[src/rtl/keyed_clkdiv_pkg.sv]
package keyed_clkdiv_pkg;
   localparam int KEY_LSB  = 24;
   localparam int SEL_W    = 4;
   localparam int B_ENABLE = 4;
   localparam int B_KILL   = 5;
   localparam int B_BUSY   = 7;
   localparam int B_INVERT = 8;
   localparam int B_MODE   = 9;

   typedef struct packed {
      logic [1:0]       mode;
      logic             invert;
      logic             kill;
      logic             enable;
      logic [SEL_W-1:0] src;
   } ctrl_t;
endpackage

[src/rtl/keyed_clkdiv_regs.sv]
module keyed_clkdiv_regs
   import keyed_clkdiv_pkg::*;
#(
   parameter int         INT_W  = 12,
   parameter int         FRAC_W = 12,
   parameter logic [7:0] KEY    = 8'h5A
) (
   input  logic              clk,
   input  logic              rst_n,
   input  logic              wr_en,
   input  logic              wr_sel,
   input  logic [31:0]       wr_data,
   input  logic              rd_sel,
   input  logic              busy,
   output logic [31:0]       rd_data,
   output ctrl_t             ctrl,
   output logic [INT_W-1:0]  divi,
   output logic [FRAC_W-1:0] divf
);
   localparam int DIV_W = INT_W + FRAC_W;

   logic key_ok;
   logic unused_bits;

   assign key_ok      = (wr_data[31:KEY_LSB] == KEY);
   assign unused_bits = ^{wr_data[23:11], wr_data[7:6]};

   always_ff @(posedge clk) begin
      if (!rst_n) begin
         ctrl <= '0;
         divi <= '0;
         divf <= '0;
      end else if (wr_en && key_ok) begin
         if (!wr_sel) begin
            ctrl.src    <= wr_data[SEL_W-1:0];
            ctrl.enable <= wr_data[B_ENABLE];
            ctrl.kill   <= wr_data[B_KILL];
            ctrl.invert <= wr_data[B_INVERT];
            ctrl.mode   <= wr_data[B_MODE +: 2];
         end else begin
            divi <= wr_data[FRAC_W +: INT_W];
            divf <= wr_data[FRAC_W-1:0];
         end
      end
   end

   always_comb begin
      rd_data = '0;
      if (!rd_sel) begin
         rd_data[SEL_W-1:0]  = ctrl.src;
         rd_data[B_ENABLE]   = ctrl.enable;
         rd_data[B_KILL]     = ctrl.kill;
         rd_data[B_BUSY]     = busy;
         rd_data[B_INVERT]   = ctrl.invert;
         rd_data[B_MODE +: 2] = ctrl.mode;
      end else begin
         rd_data[DIV_W-1:0] = {divi, divf};
      end
   end

   AST_KEY_GUARD: assert property (@(posedge clk) disable iff (!rst_n)
      (wr_en && !key_ok) |=> ($stable(ctrl) && $stable(divi) && $stable(divf)));
   AST_KEY_READS_ZERO: assert property (@(posedge clk) disable iff (!rst_n)
      rd_data[31:KEY_LSB] == 8'h00);
endmodule

[src/rtl/keyed_clkdiv_frac.sv]
module keyed_clkdiv_frac #(
   parameter int INT_W   = 12,
   parameter int FRAC_W  = 12,
   parameter bit MASH_EN = 1'b1
) (
   input  logic              clk,
   input  logic              rst_n,
   input  logic              clear,
   input  logic              step,
   input  logic [1:0]        mode,
   input  logic [INT_W-1:0]  divi,
   input  logic [FRAC_W-1:0] divf,
   output logic [INT_W:0]    period
);
   localparam int P_W = INT_W + 1;

   logic [P_W-1:0] base;

   assign base = (divi < INT_W'(2)) ? P_W'(2) : {1'b0, divi};

   generate
      if (MASH_EN) begin : g_frac
         logic [FRAC_W-1:0] acc;
         logic [FRAC_W:0]   sum;
         logic              shaped;

         assign shaped = (mode != 2'd0);
         assign sum    = {1'b0, acc} + {1'b0, divf};
         assign period = base + {{INT_W{1'b0}}, shaped & sum[FRAC_W]};

         always_ff @(posedge clk) begin
            if (!rst_n || clear)
               acc <= '0;
            else if (step && shaped)
               acc <= sum[FRAC_W-1:0];
         end

         AST_STRETCH_ONE: assert property (@(posedge clk) disable iff (!rst_n)
            step |-> (period == base || period == base + P_W'(1)));
         AST_PLAIN_MODE: assert property (@(posedge clk) disable iff (!rst_n)
            (step && mode == 2'd0) |-> period == base);
      end else begin : g_int
         logic unused_frac;
         assign unused_frac = ^{clear, step, mode, divf};
         assign period      = base;
      end
   endgenerate
endmodule

[src/rtl/keyed_clkdiv_gen.sv]
module keyed_clkdiv_gen #(
   parameter int INT_W = 12
) (
   input  logic         clk,
   input  logic         rst_n,
   input  logic         tick,
   input  logic         enable,
   input  logic         kill,
   input  logic [INT_W:0] period,
   output logic         step,
   output logic         running,
   output logic         out_q
);
   localparam int P_W = INT_W + 1;

   logic [P_W-1:0] cnt;
   logic [P_W-1:0] cur_p;
   logic           at_end;
   logic           launch;

   assign at_end = running && tick && (cnt == cur_p - P_W'(1));
   assign launch = !running && tick && enable;
   assign step   = !kill && (launch || (at_end && enable));

   always_ff @(posedge clk) begin
      if (!rst_n || kill) begin
         running <= 1'b0;
         cnt     <= '0;
         cur_p   <= '0;
         out_q   <= 1'b0;
      end else if (step) begin
         running <= 1'b1;
         cnt     <= '0;
         cur_p   <= period;
         out_q   <= 1'b1;
      end else if (at_end) begin
         running <= 1'b0;
         cnt     <= '0;
         out_q   <= 1'b0;
      end else if (running && tick) begin
         cnt   <= cnt + P_W'(1);
         out_q <= (cnt + P_W'(1)) < (cur_p >> 1);
      end
   end

   AST_CLEAN_STOP: assert property (@(posedge clk) disable iff (!rst_n)
      ($fell(running) && !$past(kill)) |-> !$past(out_q));
   AST_KILL_IDLE: assert property (@(posedge clk) disable iff (!rst_n)
      kill |=> (!running && !out_q));
   AST_IDLE_LOW: assert property (@(posedge clk) disable iff (!rst_n)
      !running |-> !out_q);
   AST_START_HIGH: assert property (@(posedge clk) disable iff (!rst_n)
      $rose(running) |-> out_q);
endmodule

[src/rtl/keyed_clkdiv.sv]
module keyed_clkdiv
   import keyed_clkdiv_pkg::*;
#(
   parameter int         NSRC    = 8,
   parameter int         INT_W   = 12,
   parameter int         FRAC_W  = 12,
   parameter logic [7:0] KEY     = 8'h5A,
   parameter bit         MASH_EN = 1'b1
) (
   input  logic            clk,
   input  logic            rst_n,
   input  logic            wr_en,
   input  logic            wr_sel,
   input  logic [31:0]     wr_data,
   input  logic            rd_sel,
   output logic [31:0]     rd_data,
   input  logic [NSRC-1:0] src_tick,
   output logic            clk_out
);
   localparam int P_W = INT_W + 1;

   generate
      if (INT_W + FRAC_W > KEY_LSB) begin : g_bad_width
         $error("divisor fields overlap the key byte");
      end
      if (NSRC < 2 || NSRC > (1 << SEL_W)) begin : g_bad_nsrc
         $error("source count out of range");
      end
   endgenerate

   ctrl_t             ctrl;
   logic [INT_W-1:0]  divi;
   logic [FRAC_W-1:0] divf;
   logic [P_W-1:0]    period;
   logic              tick;
   logic              step;
   logic              running;
   logic              out_q;
   logic              unused_ground;

   assign unused_ground = src_tick[0];

   always_comb begin
      tick = 1'b0;
      for (int i = 1; i < NSRC; i++)
         if (ctrl.src == SEL_W'(i)) tick = src_tick[i];
   end

   keyed_clkdiv_regs #(.INT_W(INT_W), .FRAC_W(FRAC_W), .KEY(KEY)) i_regs (
      .clk(clk), .rst_n(rst_n), .wr_en(wr_en), .wr_sel(wr_sel),
      .wr_data(wr_data), .rd_sel(rd_sel), .busy(running),
      .rd_data(rd_data), .ctrl(ctrl), .divi(divi), .divf(divf)
   );

   keyed_clkdiv_frac #(.INT_W(INT_W), .FRAC_W(FRAC_W), .MASH_EN(MASH_EN)) i_frac (
      .clk(clk), .rst_n(rst_n), .clear(ctrl.kill), .step(step),
      .mode(ctrl.mode), .divi(divi), .divf(divf), .period(period)
   );

   keyed_clkdiv_gen #(.INT_W(INT_W)) i_gen (
      .clk(clk), .rst_n(rst_n), .tick(tick), .enable(ctrl.enable),
      .kill(ctrl.kill), .period(period), .step(step),
      .running(running), .out_q(out_q)
   );

   assign clk_out = out_q ^ ctrl.invert;

   AST_GROUND_IDLE: assert property (@(posedge clk) disable iff (!rst_n)
      (ctrl.src == '0 && !running) |=> !running);
   AST_INVERT_IDLE: assert property (@(posedge clk) disable iff (!rst_n)
      !running |-> (clk_out == ctrl.invert));
endmodule

[config.mk]
export PLATFORM = sky130hd
export DESIGN_NAME = keyed_clkdiv
export DESIGN_NICKNAME = d
export VERILOG_FILES = /design/src/rtl/keyed_clkdiv_pkg.sv /design/src/rtl/keyed_clkdiv_regs.sv /design/src/rtl/keyed_clkdiv_frac.sv /design/src/rtl/keyed_clkdiv_gen.sv /design/src/rtl/keyed_clkdiv.sv
export SDC_FILE = /design/constraint.sdc
export NUM_CORES = 1
export LEC_CHECK = 0
export ABC_AREA = 1
export ABC_CLOCK_PERIOD_IN_PS = 7100
export BUFFER_PORTS_ARGS = -buffer_cell sky130_fd_sc_hd__buf_2
export CORE_MARGIN = 8
export CORE_UTILIZATION = 30
export DETAILED_ROUTE_END_ITERATION = 8
export HOLD_SLACK_MARGIN = 0.1
export SLEW_MARGIN = 20
export SYNTH_ARGS = -nofsm -noshare
export SYNTH_HDL_FRONTEND = slang
export SYNTH_SLANG_ARGS = --single-unit
[constraint.sdc]
create_clock -name clk -period 7.1 [get_ports clk]
set_clock_uncertainty 0.15 [all_clocks]
set_input_delay 1.42 -clock clk [delete_from_list [all_inputs] [get_ports clk]]
set_output_delay 1.42 -clock clk [all_outputs]
set_load 0.02 [all_outputs]
==> impl_metrics.csv <==
group,metric,value,unit
outcome,outcome,"complete, no violations",
placed_design,port_buffers,68,
setup_path,path_class,"in -> out",
final_layout,layout-drive-gt1-share,0.134,
cts,cts_tree,"yes",
floorplanning,die-area,20300,sq um
detailed_routing,drc,0,
sta,hold_violations,0,
placed_design,dpl_cell_area,5300,sq um
placed_design,gp_congestion,0.791,
final_layout,area.growth.synth_to_final,16.4,%
floorplanning,core,15800,sq um
sta,slew_violations,0,
power,leakage,2.78,nW
logic_synthesis,synth_seq_cells,73,
cts,cts_sinks,73,
power,power,891,uW
final_layout,finalNonFillerCells,1019,
global_route,grt_pass1_wl,21.4,mm
logic_synthesis,synthesis.area,4800,sq um
global_route,grt_max_degree,35,
setup_path,endpoint_kind,"output pin",
detailed_routing,drtAntennaViolNets,0,
detailed_routing,routed_wirelength,12.4,mm
sta,rsz0062_at_grt,"false",
placed_design,dp.cells,1004,
setup_path,arrival,2320,ps
setup_path,path_max_fanout,34,
logic_synthesis,yosys_warnings,0,
floorplanning,die_y,143,microns
placed_design,place_ws,3190,ps
cts,root_buffer,"clkbuf_16",
setup_path,startpoint_type,"input pin",
sta,max_freq,257,MHz
global_route,grtUsageTotal,0.131,
setup_path,cp.required,5530,ps
detailed_routing,routed_via_density,4.44,
detailed_routing,wl_per_cell,12.2,microns
global_route,antenna_found_initial,0,
final_layout,stdcell_area,5590,sq um
cts,post_cts_resize_count,0,
cts,cts_made_buffers,9,
power,ir_drop,0.110,mV
cts,cts_max_path_buffers,2,
sta,setup_slack,3210,ps
flow_run,drv_cap,0,
floorplanning,rows,46,
cts,cts.htree.levels,3,
detailed_routing,first_pass_iters,4,
sta,setup-violations-final,0,
sta,worst_pin_slew,610,ps
detailed_routing,vias,4527,
sta,fin_crit_sh,0.548,
floorplanning,start_util,0.304,
logic_synthesis,ys_types,38,
sta,max_slew_margin,0.592,
power,p_per_area,159,nW/um^2
cts,hold_buffers,0,
cts,clock_latency,340,ps
sta,setup_tns,0,ps
logic_synthesis,seq_area_frac_synth,0.304,
floorplanning,die_w,143,microns
cts,post_cts_buffers,0,
cts,clk_pin_slew,60,ps
final_layout,antennaDiodeCount,0,
global_route,grt.overflow.total,0,
logic_synthesis,syn_area_per_cell,6.51,sq um
detailed_routing,drt_iter0_drc,178,
hold_path,min_path_type,"reg -> reg",
logic_synthesis,synthCells,738,
floorplanning,io_pins,78,
placed_design,hpwl,9.71,mm
global_route,grt_pass1_vias,4311,
sta,period_minus_slack,3890,ps
final_layout,nNetsFinal,872,
stage by stage:
stage	util	hold slack (ps)
after floorplan	-	294
after global placement	0.336	312
after detailed placement	0.336	319
after CTS	0.354	328
after global routing	0.354	364
final	0.354	330
kinds of logic (layout without fill, tap and decap cells):
logic type	Yosys count	in the layout	share of synthesized area
AOI/OAI and AO/OA	126	126	0.138
adders and majority gates	28	28	0.0745
other	1	8	0.000781
DFF	73	73	0.304
and+or+nand+nor	346	346	0.306
buffers and inverters	131	189	0.116
xor gates and xnor gates	33	33	0.0602
cells in the final DEF, fill, tap and decap left out, types with 3 or more instances in the layout:
master and instances:
nand2_1 197, inv_1 99, dfxtp_1 73, nor2_1 70, buf_2 68, a21oi_1 65
o21ai_0 51, nand3_1 45, xor2_1 28, ha_1 27, clkbuf_16 9, conb_1 8
nor3_1 7, nand4_1 7, nor2_2 7, xnor2_1 5, buf_4 4, inv_2 3
nand2_2 3, clkbuf_8 3
synth_stat cells (all sizes together):
| cell | n | share of area |
|---|---|---|
| xor2 | 28 | 0.051 |
| a21oi | 66 | 0.071 |
| conb | 1 | 0.00078 |
| nand4 | 8 | 0.014 |
| nand2 | 200 | 0.16 |
| ha | 27 | 0.070 |
| nand3 | 46 | 0.051 |
| a211oi | 2 | 0.0031 |
| nor3 | 7 | 0.0073 |
| o2111ai | 1 | 0.0018 |
| a21o | 1 | 0.0016 |
| or2 | 3 | 0.0039 |
| buf | 14 | 0.023 |
| a31oi | 2 | 0.0026 |
| o21ai | 52 | 0.054 |
| clkbuf | 15 | 0.014 |
| fa | 1 | 0.0042 |
| xnor2 | 5 | 0.0091 |
| nor4 | 2 | 0.0026 |
| inv | 102 | 0.080 |
| nor2 | 79 | 0.069 |
| dfxtp | 73 | 0.30 |
| o211ai | 1 | 0.0016 |
| nand3b | 1 | 0.0016 |
| o21bai | 1 | 0.0016 |
sequential cells by signal, indices dropped and copies added, names as in the netlist:
| name | count |
|---|---|
| i_gen.out_q | 1 |
| i_regs.ctrl | 9 |
| i_gen.running | 1 |
| i_gen.cnt | 13 |
| i_gen.cur_p | 13 |
| i_frac.g_frac.acc | 12 |
| i_regs.divf | 12 |
| i_regs.divi | 12 |
worst max-delay path: stages:
cell and delay (ps):
buf_2 470, o21ai_0 220, buf_2 200
report_power, final:
part / leakage (nW) / internal [mW] / switching (mW) / total, mW
sequential: 0.588 / 0.410 / 0.000168 / 0.410
combinational: 2.05 / 0.0115 / 0.0228 / 0.0343
clock: 0.137 / 0.265 / 0.182 / 0.446
area by class of cell:
| type | count | area, sq um |
|---|---|---|
| sequential | 73 | 1460 |
| fill | 1756 | 10200 |
| clock inverter | 3 | 23.8 |
| clock buffer | 12 | 267 |
| multi-input combinational | 541 | 2810 |
| timing repair buffer | 72 | 370 |
| inverter | 102 | 383 |
| tap | 216 | 270 |
final timing paths:
path,endpoint,start,cells past startpoint,slack [ps]
setup / recovery,rd_data[5],rd_sel,3,3210
hold reg to reg,i_regs.ctrl[8]$_SDFFE_PN0P_,i_regs.ctrl[8]$_SDFFE_PN0P_,2,330
setup reg to reg,i_gen.cur_p[12]$_SDFFE_PP0P_,i_regs.divf[0]$_SDFFE_PN0P_,26,3210
hold / removal,i_regs.ctrl[8]$_SDFFE_PN0P_,i_regs.ctrl[8]$_SDFFE_PN0P_,2,330
routing by layer:
metal  GRT usage  vias up  part of all wire
li1            -     2450                 -
met2       0.217       70              0.46
met4      0.0369        0            0.0098
met3      0.0369        8             0.042
met5           0        -                 0
met1       0.161     1999              0.48
(Power assumes the default switching activity.)
